`src/rtl/cfg_bw_pkg.sv`:
```
package cfg_bw_pkg;
  typedef enum logic [1:0] {
    ST_IDLE  = 2'd0,
    ST_DATA  = 2'd1,
    ST_TRAIL = 2'd2,
    ST_DONE  = 2'd3
  } bw_state_e;
endpackage

```
`src/rtl/cfg_bw_geom.sv`:
```
module cfg_bw_geom #(
  parameter int DIM_W = 8,
  localparam int PROD_W = 2 * DIM_W,
  localparam int CNT_W = PROD_W - 3
) (
  input  logic [DIM_W-1:0] width_i,
  input  logic [DIM_W-1:0] height_i,
  output logic             bad_o,
  output logic             zero_o,
  output logic [CNT_W-1:0] nbytes_o
);
  logic [PROD_W-1:0] prod;

  always_comb begin
    prod     = PROD_W'(width_i) * PROD_W'(height_i);
    bad_o    = |prod[2:0];
    zero_o   = (prod == '0);
    nbytes_o = prod[PROD_W-1:3];
  end
endmodule

```
`src/rtl/cfg_bw_serializer.sv`:
```
module cfg_bw_serializer (
  input  logic       clk_i,
  input  logic       rst_ni,
  input  logic       load_i,
  input  logic [7:0] byte_i,
  input  logic       step_i,
  output logic       have_o,
  output logic       last_o,
  output logic       bit_o
);
  logic [7:0] sh_q;
  logic [2:0] left_q;
  logic       have_q;

  always_ff @(posedge clk_i or negedge rst_ni) begin
    if (!rst_ni) begin
      sh_q   <= '0;
      left_q <= '0;
      have_q <= 1'b0;
    end else if (load_i) begin
      sh_q   <= byte_i;
      left_q <= 3'd7;
      have_q <= 1'b1;
    end else if (step_i && have_q) begin
      sh_q <= {sh_q[6:0], 1'b0};
      if (left_q == 3'd0) have_q <= 1'b0;
      else left_q <= left_q - 3'd1;
    end
  end

  assign have_o = have_q;
  assign last_o = (left_q == 3'd0);
  assign bit_o  = sh_q[7];

  // load only into an empty serializer
  assert_load_empty_R2: assert property (@(posedge clk_i) disable iff (!rst_ni)
    load_i |-> !have_q);
endmodule

```
`src/rtl/cfg_bw_walker.sv`:
```
module cfg_bw_walker #(
  parameter int DIM_W = 8,
  localparam int ROW_W = DIM_W + 1
) (
  input  logic             clk_i,
  input  logic             rst_ni,
  input  logic             load_i,
  input  logic [DIM_W-1:0] width_i,
  input  logic [DIM_W-1:0] offset_i,
  input  logic             step_i,
  output logic [ROW_W-1:0] row_o,
  output logic [DIM_W-1:0] col_o,
  output logic [DIM_W-1:0] width_o
);
  logic [DIM_W-1:0] width_q, col_q;
  logic [ROW_W-1:0] row_q;

  always_ff @(posedge clk_i or negedge rst_ni) begin
    if (!rst_ni) begin
      width_q <= '0;
      col_q   <= '0;
      row_q   <= '0;
    end else if (load_i) begin
      width_q <= width_i;
      col_q   <= '0;
      row_q   <= {1'b0, offset_i};
    end else if (step_i) begin
      if (col_q == width_q - DIM_W'(1)) begin
        col_q <= '0;
        row_q <= row_q + ROW_W'(1);
      end else begin
        col_q <= col_q + DIM_W'(1);
      end
    end
  end

  assign row_o   = row_q;
  assign col_o   = col_q;
  assign width_o = width_q;

  // row only moves forward by one at a column wrap
  assert_row_step_R3: assert property (@(posedge clk_i) disable iff (!rst_ni)
    (step_i && !load_i) |=> (row_q == $past(row_q)) || (row_q == $past(row_q) + ROW_W'(1) && col_q == '0));
endmodule

```
`src/rtl/cfg_bw_ctrl.sv`:
```
module cfg_bw_ctrl
  import cfg_bw_pkg::*;
#(
  parameter int CNT_W = 13
) (
  input  logic             clk_i,
  input  logic             rst_ni,
  input  logic             start_i,
  input  logic             geom_bad_i,
  input  logic             geom_zero_i,
  input  logic [CNT_W-1:0] nbytes_i,
  input  logic [7:0]       byte_i,
  input  logic             byte_valid_i,
  output logic             byte_ready_o,
  input  logic             have_i,
  input  logic             step_i,
  input  logic             last_i,
  output logic             accept_o,
  output logic             load_o,
  output logic             busy_o,
  output logic             done_o,
  output logic             err_o
);
  bw_state_e        state_q;
  logic [CNT_W-1:0] left_q;
  logic             tcnt_q;
  logic             err_q;
  logic             fire;

  assign accept_o     = start_i && (state_q == ST_IDLE);
  assign byte_ready_o = ((state_q == ST_DATA) && !have_i) || (state_q == ST_TRAIL);
  assign fire         = byte_ready_o && byte_valid_i;
  assign load_o       = fire && (state_q == ST_DATA);

  always_ff @(posedge clk_i or negedge rst_ni) begin
    if (!rst_ni) begin
      state_q <= ST_IDLE;
      left_q  <= '0;
      tcnt_q  <= 1'b0;
      err_q   <= 1'b0;
    end else begin
      case (state_q)
        ST_IDLE: if (start_i) begin
          err_q   <= geom_bad_i;
          left_q  <= nbytes_i;
          tcnt_q  <= 1'b0;
          state_q <= geom_bad_i ? ST_DONE : (geom_zero_i ? ST_TRAIL : ST_DATA);
        end
        ST_DATA: begin
          if (load_o) left_q <= left_q - CNT_W'(1);
          if (step_i && last_i && left_q == '0) state_q <= ST_TRAIL;
        end
        ST_TRAIL: if (fire) begin
          if (byte_i != 8'h00) err_q <= 1'b1;
          tcnt_q <= 1'b1;
          if (tcnt_q) state_q <= ST_DONE;
        end
        default: state_q <= ST_IDLE;
      endcase
    end
  end

  assign busy_o = (state_q != ST_IDLE);
  assign done_o = (state_q == ST_DONE);
  assign err_o  = err_q;

  assert_idle_no_byte_R9: assert property (@(posedge clk_i) disable iff (!rst_ni)
    (state_q == ST_IDLE) |-> !byte_ready_o);
  assert_done_pulse_R8: assert property (@(posedge clk_i) disable iff (!rst_ni)
    done_o |=> !done_o && !busy_o);
  assert_bad_geom_R7: assert property (@(posedge clk_i) disable iff (!rst_ni)
    (accept_o && geom_bad_i) |=> done_o && err_o);
  assert_write_in_data_R2: assert property (@(posedge clk_i) disable iff (!rst_ni)
    have_i |-> (state_q == ST_DATA));
endmodule

```
`src/rtl/cfg_bank_writer.sv`:
```
module cfg_bank_writer #(
  parameter int DIM_W  = 8,
  parameter int BANK_W = 2,
  localparam int ROW_W = DIM_W + 1,
  localparam int CNT_W = 2 * DIM_W - 3
) (
  input  logic              clk_i,
  input  logic              rst_ni,
  input  logic              start_i,
  input  logic              kind_i,
  input  logic [BANK_W-1:0] bank_i,
  input  logic [DIM_W-1:0]  width_i,
  input  logic [DIM_W-1:0]  height_i,
  input  logic [DIM_W-1:0]  offset_i,
  input  logic [7:0]        byte_i,
  input  logic              byte_valid_i,
  output logic              byte_ready_o,
  output logic              wr_valid_o,
  input  logic              wr_ready_i,
  output logic [BANK_W:0]   wr_bank_o,
  output logic [ROW_W-1:0]  wr_row_o,
  output logic [DIM_W-1:0]  wr_col_o,
  output logic              wr_data_o,
  output logic              busy_o,
  output logic              done_o,
  output logic              err_o
);
  logic             geom_bad, geom_zero;
  logic [CNT_W-1:0] nbytes;
  logic             accept, load, have, last, step;
  logic [BANK_W:0]  bank_q;
  logic [DIM_W-1:0] width_l;

  assign step = have && wr_ready_i;

  cfg_bw_geom #(.DIM_W(DIM_W)) u_geom (
    .width_i (width_i),
    .height_i(height_i),
    .bad_o   (geom_bad),
    .zero_o  (geom_zero),
    .nbytes_o(nbytes)
  );

  cfg_bw_ctrl #(.CNT_W(CNT_W)) u_ctrl (
    .clk_i       (clk_i),
    .rst_ni      (rst_ni),
    .start_i     (start_i),
    .geom_bad_i  (geom_bad),
    .geom_zero_i (geom_zero),
    .nbytes_i    (nbytes),
    .byte_i      (byte_i),
    .byte_valid_i(byte_valid_i),
    .byte_ready_o(byte_ready_o),
    .have_i      (have),
    .step_i      (step),
    .last_i      (last),
    .accept_o    (accept),
    .load_o      (load),
    .busy_o      (busy_o),
    .done_o      (done_o),
    .err_o       (err_o)
  );

  cfg_bw_serializer u_ser (
    .clk_i (clk_i),
    .rst_ni(rst_ni),
    .load_i(load),
    .byte_i(byte_i),
    .step_i(step),
    .have_o(have),
    .last_o(last),
    .bit_o (wr_data_o)
  );

  cfg_bw_walker #(.DIM_W(DIM_W)) u_walk (
    .clk_i   (clk_i),
    .rst_ni  (rst_ni),
    .load_i  (accept),
    .width_i (width_i),
    .offset_i(offset_i),
    .step_i  (step),
    .row_o   (wr_row_o),
    .col_o   (wr_col_o),
    .width_o (width_l)
  );

  always_ff @(posedge clk_i or negedge rst_ni) begin
    if (!rst_ni) bank_q <= '0;
    else if (accept) bank_q <= {kind_i, bank_i};
  end

  assign wr_valid_o = have;
  assign wr_bank_o  = bank_q;

  assert_hold_R5: assert property (@(posedge clk_i) disable iff (!rst_ni)
    (wr_valid_o && !wr_ready_i) |=> wr_valid_o && $stable(wr_data_o) && $stable(wr_row_o)
                                    && $stable(wr_col_o) && $stable(wr_bank_o));
  assert_col_range_R3: assert property (@(posedge clk_i) disable iff (!rst_ni)
    wr_valid_o |-> (wr_col_o < width_l));
  assert_bank_held_R4: assert property (@(posedge clk_i) disable iff (!rst_ni)
    (busy_o && !accept) |=> $stable(wr_bank_o));
endmodule

```
`config.mk`:
```
export PLATFORM = sky130hd
export DESIGN_NAME = cfg_bank_writer
export DESIGN_NICKNAME = d
export VERILOG_FILES = /design/src/rtl/cfg_bw_pkg.sv /design/src/rtl/cfg_bw_geom.sv /design/src/rtl/cfg_bw_serializer.sv /design/src/rtl/cfg_bw_walker.sv /design/src/rtl/cfg_bw_ctrl.sv /design/src/rtl/cfg_bank_writer.sv
export SDC_FILE = /design/constraint.sdc
export NUM_CORES = 1
export LEC_CHECK = 0
export ABC_AREA = 1
export BUFFER_PORTS_ARGS = -buffer_cell sky130_fd_sc_hd__buf_2
export CAP_MARGIN = 20
export CORE_ASPECT_RATIO = 1.4
export CORE_MARGIN = 5
export CORE_UTILIZATION = 56
export CTS_BUF_LIST = sky130_fd_sc_hd__clkbuf_2 sky130_fd_sc_hd__clkbuf_4 sky130_fd_sc_hd__clkbuf_8
export CTS_CLUSTER_SIZE = 25
export DETAILED_ROUTE_END_ITERATION = 12
export HOLD_SLACK_MARGIN = 0.15
export PLACE_DENSITY = 0.83
export RECOVER_POWER = 25
export SYNTH_ARGS = -nofsm -noshare
export SYNTH_HDL_FRONTEND = slang
export SYNTH_SLANG_ARGS = --single-unit
```
`constraint.sdc`:
```
create_clock -name clk_i -period 1.7 [get_ports clk_i]
set_input_delay 0 -clock clk_i [delete_from_list [all_inputs] [get_ports clk_i]]
set_output_delay 0 -clock clk_i [all_outputs]
set_load 0.01 [all_outputs]
```
==> results of run 1 <==
-- layer usage --
metal	vias to the layer above	GRT usage, %	wire (um)	part of all wire [%]
met5	-	0	0	0
met4	0	23.9	2730	11
met3	242	6.40	1930	8.0
met2	581	59.7	12200	50
met1	3215	29.1	7340	30
li1	2860	-	-	-
-- power breakdown --
part	internal [uW]	total [uW]	leakage, uW	switching, uW
clock network	972	1580	0.000115	608
registers	1950	2470	0.000724	515
logic	4700	11200	0.00364	6520
total	7620	15300	0.00448	7640
-- worst max path at each step --
stage | from | endpoint | cells past startpoint | slack [ps]
finish | height_i[6] | u_ctrl.state_q[0] | 21 | -2040
global route | width_i[1] | u_ctrl.state_q[1] | 22 | -2080
CTS | height_i[7] | u_ctrl.state_q[1] | 24 | -1570
detailed placement | width_i[5] | u_ctrl.state_q[1] | 24 | -2030
global placement | height_i[7] | u_ctrl.state_q[1] | 23 | -2030
floorplan | width_i[7] | u_ctrl.state_q[1] | 21 | -1690
-- repair_timing --
item                                    CTS  global route
resized for setup                       108           116
buffers inserted                          5             5
pin swaps                                42            85
gates cloned                              1             0
hold buffers                             32             0
hold endpoints to repair                 87             0
endpoints found under the setup margin   33            54
-- sequential cells by signal, summed over array words and instances (netlist names) --
| signal | cells |
|---|---|
| u_walk.col_o | 8 |
| u_ser.sh_q | 8 |
| wr_bank_o | 3 |
| u_walk.row_o | 9 |
| u_ctrl.err_o | 1 |
| u_ctrl.state_q | 2 |
| u_ctrl.tcnt_q | 1 |
| u_ser.have_o | 1 |
| u_ser.left_q | 3 |
| u_walk.width_o | 8 |
| u_ctrl.left_q | 13 |
-- placed cells by master (no fill, tap or decap), types with 6 or more instances in the layout --
master | Yosys | layout
nand2_1 | 231 | 156
inv_1 | 162 | 136
buf_4 | 0 | 93
dfrtp_1 | 57 | 57
nand2_2 | 2 | 55
buf_2 | 4 | 40
nand3_1 | 48 | 33
dlygate4sd3_1 | 0 | 32
fa_1 | 36 | 31
ha_1 | 47 | 30
nor2_1 | 44 | 29
inv_2 | 4 | 27
nand2_4 | 1 | 20
xor2_1 | 19 | 18
o21ai_0 | 29 | 15
ha_4 | 0 | 15
nand3_2 | 1 | 14
o21ai_2 | 7 | 14
clkbuf_1 | 24 | 12
nand4_1 | 10 | 10
nor2_2 | 2 | 10
a21oi_2 | 1 | 9
clkbuf_8 | 0 | 9
buf_6 | 1 | 9
o21ai_1 | 1 | 8
nor2_4 | 0 | 7
a21oi_1 | 17 | 7
o22ai_1 | 10 | 7
nand3b_1 | 7 | 7
xnor2_1 | 9 | 6
buf_12 | 0 | 6
buf_8 | 0 | 6
-- critical path: stages --
cell and delay, ps:
buf_8 110, nand2_1 120, fa_1 510, fa_1 620
fa_1 520, fa_1 460, inv_1 110, ha_4 240
nand2_2 120, nand2_2 120, nand2_2 90, nand2_2 60
nand2_1 100, nand3_1 110, nand2_1 90, nand2_1 80
nor2_1 160, nand3_2 100, buf_4 150, nand3_2 40
a21boi_1 50
-- stage by stage --
step                      power, uW  cells
after floorplan                7710    807
after global placement        10100   1075
after detailed placement      10400   1075
after CTS                     12900   1128
after global routing          16000   1133
final                         15300   1133
-- logic make-up (layout without fill, tap and decap cells) --
group	after synthesis	count (layout)	share of synthesized area, %
and+or+nand+nor	359	360	26.2
buffers and inverters	195	381	12.9
adders and majority gates	83	83	22.6
AOI/OAI and AO/OA	80	80	8.56
DFF	57	57	24.7
xor gates and xnor gates	28	28	4.24
muxes	5	5	0.865
other	0	1	0
-- final cells by class --
type | instances | area (um^2) | area share [%]
clock inverter | 7 | 119 | 1.39
multi-input combinational | 556 | 4500 | 52.6
sequential | 57 | 1430 | 16.7
inverter | 166 | 631 | 7.37
antenna | 1 | 2.50 | 0.0293
clock buffer | 9 | 124 | 1.45
tap | 138 | 173 | 2.02
timing repair buffer | 199 | 1580 | 18.5
==> flow_metrics.env, run 1 <==
export IMPL_global_route_overflow_total=0
export IMPL_critPathRequiredTime_ps=1950
export IMPL_setup_ws_ps=-2040
export IMPL_placeableCoreArea_mm2=0.0102
export IMPL_relSlewSlack_pct=40.5
export IMPL_rsz0062_at_grt="true"
export IMPL_timing_worst_slew_pin_value_ps=889
export IMPL_finalSetupViolCount=32
export IMPL_yosys_top_cells_area="dfrtp_1, nand2_1, fa_1, inv_1, ha_1"
export IMPL_clock_sinks=57
export IMPL_fin_tns_setup_ps=-27780
export IMPL_dpl_hpwl_um=11500
export IMPL_postSynth_topFlopCell="dfrtp_1"
export IMPL_grt_antenna_before_repair=1
export IMPL_placed_cell_area_mm2=0.00711
export IMPL_crit_path_max_fanout=7
export IMPL_ys_top_cells_by_count="nand2_1, inv_1, dfrtp_1"
export IMPL_cap_viol_max_count=0
export IMPL_stdcell_area_mm2=0.00855
export IMPL_cp_data_arrival_time_ps=3990
export IMPL_mappedNetlistArea_mm2=0.00579
export IMPL_tritoncts_num_buffers=9
export IMPL_drtAntennaViolNets=0
export IMPL_worst_hold_path_endpoint="u_walk.row_o[8]"
export IMPL_via_count_of_the_routed_design=6898
export IMPL_final_weighted_congestion_in_routability_driven_placement=0.893
export IMPL_yosys_warnings=0
export IMPL_static_leakage_power_uw=0.00448
export IMPL_end_kind="register"
export IMPL_postSynthAreaPerCell_um2=7.17
export IMPL_synth_edf_count=0
export IMPL_timing_reg2reg_worst_path_depth=10
export IMPL_power_density_cell_area_mw_per_mm2=1780
export IMPL_failing_checks="setup timing"
export IMPL_post_dr_vias_cell=6.09
export IMPL_max_root_sink_buffers=2
export IMPL_drt_wirelength_per_cell_um=21.4
export IMPL_worstHoldPathCells=5
export IMPL_worstHoldPathType="in2reg"
export IMPL_maxSlewViolCount=0
export IMPL_die_area_mm2=0.0125
export IMPL_detailedRoute_firstIterationViolations=721
export IMPL_preCtsSetupSlack_ps=-2030
export IMPL_n_fill_cell=497
export IMPL_vias_in_the_first_global_route=6834
export IMPL_postSynthRegisterBits=57
export IMPL_synth_seq_area_share_pct=24.7
export IMPL_critical_path_reg2reg_startpoint="u_ctrl.left_q[0]"
export IMPL_syn_instance_count=807
export IMPL_routed_wl_um=24200
export IMPL_grt_first_pass_wirelength_um=30800
export IMPL_drive_gt1_share_pct=37.7
export IMPL_dieHeight_um=130
export IMPL_floorplan_initialDensity_pct=56.5
export IMPL_yosysTopAreaCellShare_pct=24.7
export IMPL_cts_root_buffer_cell="clkbuf_8"
export IMPL_fin_nets=1112
export IMPL_post_route_drc_count=0
export IMPL_hp_start="start_i"
export IMPL_timing_final_hold_violations=0
export IMPL_post_synth_num_cell_types=40
export IMPL_most_frequent_cell_after_synthesis="nand2_1"
export IMPL_worst_clock_skew_ps=7.81
export IMPL_clock_fmax_mhz=267
export IMPL_finalWorstPathRequiredPeriod_ps=3740
export IMPL_layout_area_overhead_vs_synth_pct=47.9
export IMPL_number_of_iterations_in_the_first_detailed_routing_pass=5
export IMPL_async_reset_ff_share_pct=100
export IMPL_syn_num_nets=930
export IMPL_vdd_drop_max_uv=1230
export IMPL_final_util_pct=83.5
export IMPL_h_tree_depth=3
export IMPL_clock_latency_reported_for_the_late_side_of_the_worst_skew_pair_ps=370
export IMPL_timing_reg2reg_setup_slack_ps=-350
export IMPL_critical_path_class="in2reg"
export IMPL_timing_final_crit_share_pct=220
export IMPL_clkTransAtPathRegs_ps=70
export IMPL_io_pins=66
export IMPL_final_hold_worst_slack_ps=243
export IMPL_critical_path_startpoint_type="input port"
export IMPL_die_w_um=95.9
export IMPL_timing_rr_end="u_ctrl.left_q[11]"
export IMPL_outcome="finished with violations"
export IMPL_pin_count_of_the_biggest_net_entering_global_routing=39
export IMPL_fp_row_count=44
export IMPL_io_buffer_count=65
export IMPL_tritoncts_clock_tree="done"
export IMPL_post_synth_top_area_cell="dfrtp_1"
export IMPL_groute_usage_overall_pct=31.8
Note: power is estimated with default switching activity, not from simulation.
==> inputs of run 2 (changes only) <==
--- a/config.mk
+++ b/config.mk
@@ -10,12 +10,13 @@
 export CAP_MARGIN = 20
 export CORE_ASPECT_RATIO = 1.4
 export CORE_MARGIN = 5
-export CORE_UTILIZATION = 56
+export CORE_UTILIZATION = 62
 export CTS_BUF_LIST = sky130_fd_sc_hd__clkbuf_2 sky130_fd_sc_hd__clkbuf_4 sky130_fd_sc_hd__clkbuf_8
 export CTS_CLUSTER_SIZE = 25
 export DETAILED_ROUTE_END_ITERATION = 12
+export GPL_TIMING_DRIVEN = 0
 export HOLD_SLACK_MARGIN = 0.15
-export PLACE_DENSITY = 0.83
+export PLACE_DENSITY = 0.87
 export RECOVER_POWER = 25
 export SYNTH_ARGS = -nofsm -noshare
 export SYNTH_HDL_FRONTEND = slang
==> constraint.sdc (replaced) <==
create_clock -name clk_i -period 3.6 [get_ports clk_i]
set_input_delay 0 -clock clk_i [delete_from_list [all_inputs] [get_ports clk_i]]
set_output_delay 0 -clock clk_i [all_outputs]
set_load 0.01 [all_outputs]
==> flow_metrics.env, run 2 (synthesis gave the netlist of run 1 again) <==
export IMPL_outcome="finished with violations"
export IMPL_failing_checks="capacitance limit, slew limit"
export IMPL_cp_cell_sequence="buf_4 > nand2_1 > inv_1 > fa_2 > fa_1 > ha_1 > inv_1 > fa_1 > inv_1 > ha_1 > buf_4 > or2_2 > nand3_1 > nand3b_1 > nand2_2 > nand3_1 > nor2_2 > nand3_2 > nand2_1 > nand2_1 > nand2_1 > nand2_1 > nand2_1"
export IMPL_critical_path_max_stage_delay_ps=550
export IMPL_max_flop_register="u_ctrl.left_q"
export IMPL_number_of_iterations_in_the_first_detailed_routing_pass=5
export IMPL_setup_ws_ps=92.2
export IMPL_relSlewSlack_pct=-41.8
export IMPL_placeableCoreArea_mm2=0.00908
export IMPL_io_buffer_count=49
export IMPL_clock_sinks=57
export IMPL_vdd_drop_max_uv=356
export IMPL_route_top_layer_used="met4"
export IMPL_timing_reg2reg_setup_slack_ps=1000
export IMPL_layout_area_seq_mm2=0.00143
export IMPL_tritoncts_num_buffers=9
export IMPL_clock_latency_reported_for_the_late_side_of_the_worst_skew_pair_ps=360
export IMPL_critical_path_class="in2reg"
export IMPL_mostFrequentLayoutCells="nand2_1, inv_1, dfrtp_1, buf_2, nand3_1"
export IMPL_worst_clock_skew_ps=14.5
export IMPL_timing_reg2reg_worst_path_depth=9
export IMPL_timing_critical_path_max_delay_family="adder cells"
export IMPL_wirelength_met1_um=6050
export IMPL_die_area_mm2=0.0114
export IMPL_hp_start="start_i"
export IMPL_grt_antenna_before_repair=0
export IMPL_critPathRequiredTime_ps=3890
export IMPL_antennaDiodeCount=0
export IMPL_timing_final_crit_share_pct=97.4
export IMPL_commonest_non_fill_non_tap_cell_in_the_layout="nand2_1"
export IMPL_worstHoldPathType="in2reg"
export IMPL_wl_met2_um=9180
export IMPL_largest_reg_flops=13
export IMPL_drt_wirelength_per_cell_um=16.9
export IMPL_max_root_sink_buffers=2
export IMPL_dp_cells=964
export IMPL_critical_path_reg2reg_startpoint="u_ctrl.state_q[1]"
export IMPL_worstHoldPathCells=6
export IMPL_timing_rr_end="u_ser.sh_q[7]"
export IMPL_die_w_um=91.6
export IMPL_floorplan_initialDensity_pct=63.7
export IMPL_detailedRoute_firstIterationViolations=547
export IMPL_pin_count_of_the_biggest_net_entering_global_routing=40
export IMPL_layout_area_overhead_vs_synth_pct=21.8
export IMPL_post_dr_vias_cell=5.78
export IMPL_power_total_uw=5280
export IMPL_routed_wl_um=17200
export IMPL_post_route_drc_count=0
export IMPL_end_kind="register"
export IMPL_dieHeight_um=124
export IMPL_tritoncts_clock_tree="done"
export IMPL_cts_root_buffer_cell="clkbuf_8"
export IMPL_timing_worst_slew_pin_value_ps=2130
export IMPL_clock_fmax_mhz=285
export IMPL_timing_final_hold_violations=0
export IMPL_h_tree_depth=3
export IMPL_io_pins=66
export IMPL_global_route_overflow_total=0
export IMPL_drtAntennaViolNets=0
export IMPL_drive_gt1_share_pct=16.4
export IMPL_grt_first_pass_wirelength_um=27300
export IMPL_final_weighted_congestion_in_routability_driven_placement=0.920
export IMPL_maxSlewViolCount=40
export IMPL_n_fill_cell=555
export IMPL_worst_hold_path_endpoint="u_ctrl.left_q[11]"
export IMPL_fin_nets=1028
export IMPL_groute_usage_overall_pct=29.3
export IMPL_dpl_hpwl_um=10200
export IMPL_critPathSlowestCell="fa_1"
export IMPL_multi_input_gate_area_mm2=0.00378
export IMPL_detailroute_wirelength_met3_um=1160
export IMPL_preCtsSetupSlack_ps=-565
export IMPL_via_count_of_the_routed_design=5882
export IMPL_critical_path_top_cell_by_count="nand2_1"
export IMPL_fp_row_count=41
export IMPL_crit_path_max_fanout=9
export IMPL_finalWorstPathRequiredPeriod_ps=3510
export IMPL_power_density_cell_area_mw_per_mm2=749
export IMPL_static_leakage_power_uw=0.00391
export IMPL_finalSetupViolCount=0
export IMPL_cp_data_arrival_time_ps=3800
export IMPL_critical_path_startpoint_type="input port"
export IMPL_finish_cell_count_without_fillers=1017
export IMPL_cp_buffers_inverters=5
export IMPL_cap_viol_max_count=1
export IMPL_vias_in_the_first_global_route=5981
export IMPL_clkTransAtPathRegs_ps=70
==> run 2: changes by cell type in the layout (fill, tap and decap cells not counted), moves of 12 or more <==
cell / change
inv_1: +24
inv_2: -21
o21ai_0: +14
nand2_2: -37
nand2_1: +58
nand2_4: -18
ha_1: +12
buf_4: -88
nand3_1: +12
==> run 2: worst max path at each step <==
stage	start	to	slack [ps]	depth (start not counted)
floorplan	height_i[7]	u_ctrl.state_q[1]	6	23
global placement	width_i[7]	u_ctrl.state_q[1]	-520	22
detailed placement	width_i[7]	u_ctrl.state_q[1]	-560	22
CTS	width_i[5]	u_ctrl.state_q[1]	20	21
global route	width_i[0]	u_ctrl.state_q[1]	-30	23
finish	width_i[0]	u_ctrl.state_q[1]	90	23
==> run 2: stage by stage <==
stage | area [um^2] | hold slack (ps) | setup TNS [ps] | utilization [%]
finish | 7050 | 274 | 0 | 77.6
global route | 7050 | 314 | -26.5 | 77.6
CTS | 6870 | 152 | 0 | 75.7
detailed placement | 6220 | -32.0 | -2810 | 68.5
global placement | 6200 | 202 | -2320 | 68.3
floorplan | 5820 | -296 | 0 | -
==> run 2: worst reg2reg max path, cell delays in order (launching register included) <==
cell and delay [ps]:
dfrtp_1 440, inv_1 140, ha_1 280, inv_2 110, o21ai_4 190, nand3_2 190
clkbuf_1 280, nand3_1 130, o211ai_1 100, dlygate4sd3_1 610
==> run 2: area by class of cell <==
type / count / share of cell area (%)
buffer: 29 / 3.09
clock buffer: 11 / 2.06
clock inverter: 5 / 1.46
inverter: 166 / 8.84
multi-input combinational: 555 / 53.7
sequential: 57 / 20.2
tap: 107 / 1.90
timing repair buffer: 87 / 8.73
==> run 2: report_power, final <==
part	switching [uW]	total (uW)	internal, uW	leakage, uW
combinational	2050	3340	1290	0.00306
sequential	255	1180	921	0.000723
clock	281	767	485	0.000123
==> run 2: layer usage <==
layer / global-route usage, % / up-vias
li1: - / 2683
met1: 31.5 / 2813
met2: 53.8 / 313
met3: 4.71 / 73
met4: 15.5 / 0
met5: 0 / -
==> run 2: repair_timing <==
action | in CTS | in global routing
pin swaps | 0 | 29
setup endpoints to repair | 2 | 2
resized for setup | 10 | 78
setup buffers | 0 | 1
hold endpoints to repair | 87 | 0
hold buffers | 36 | 0
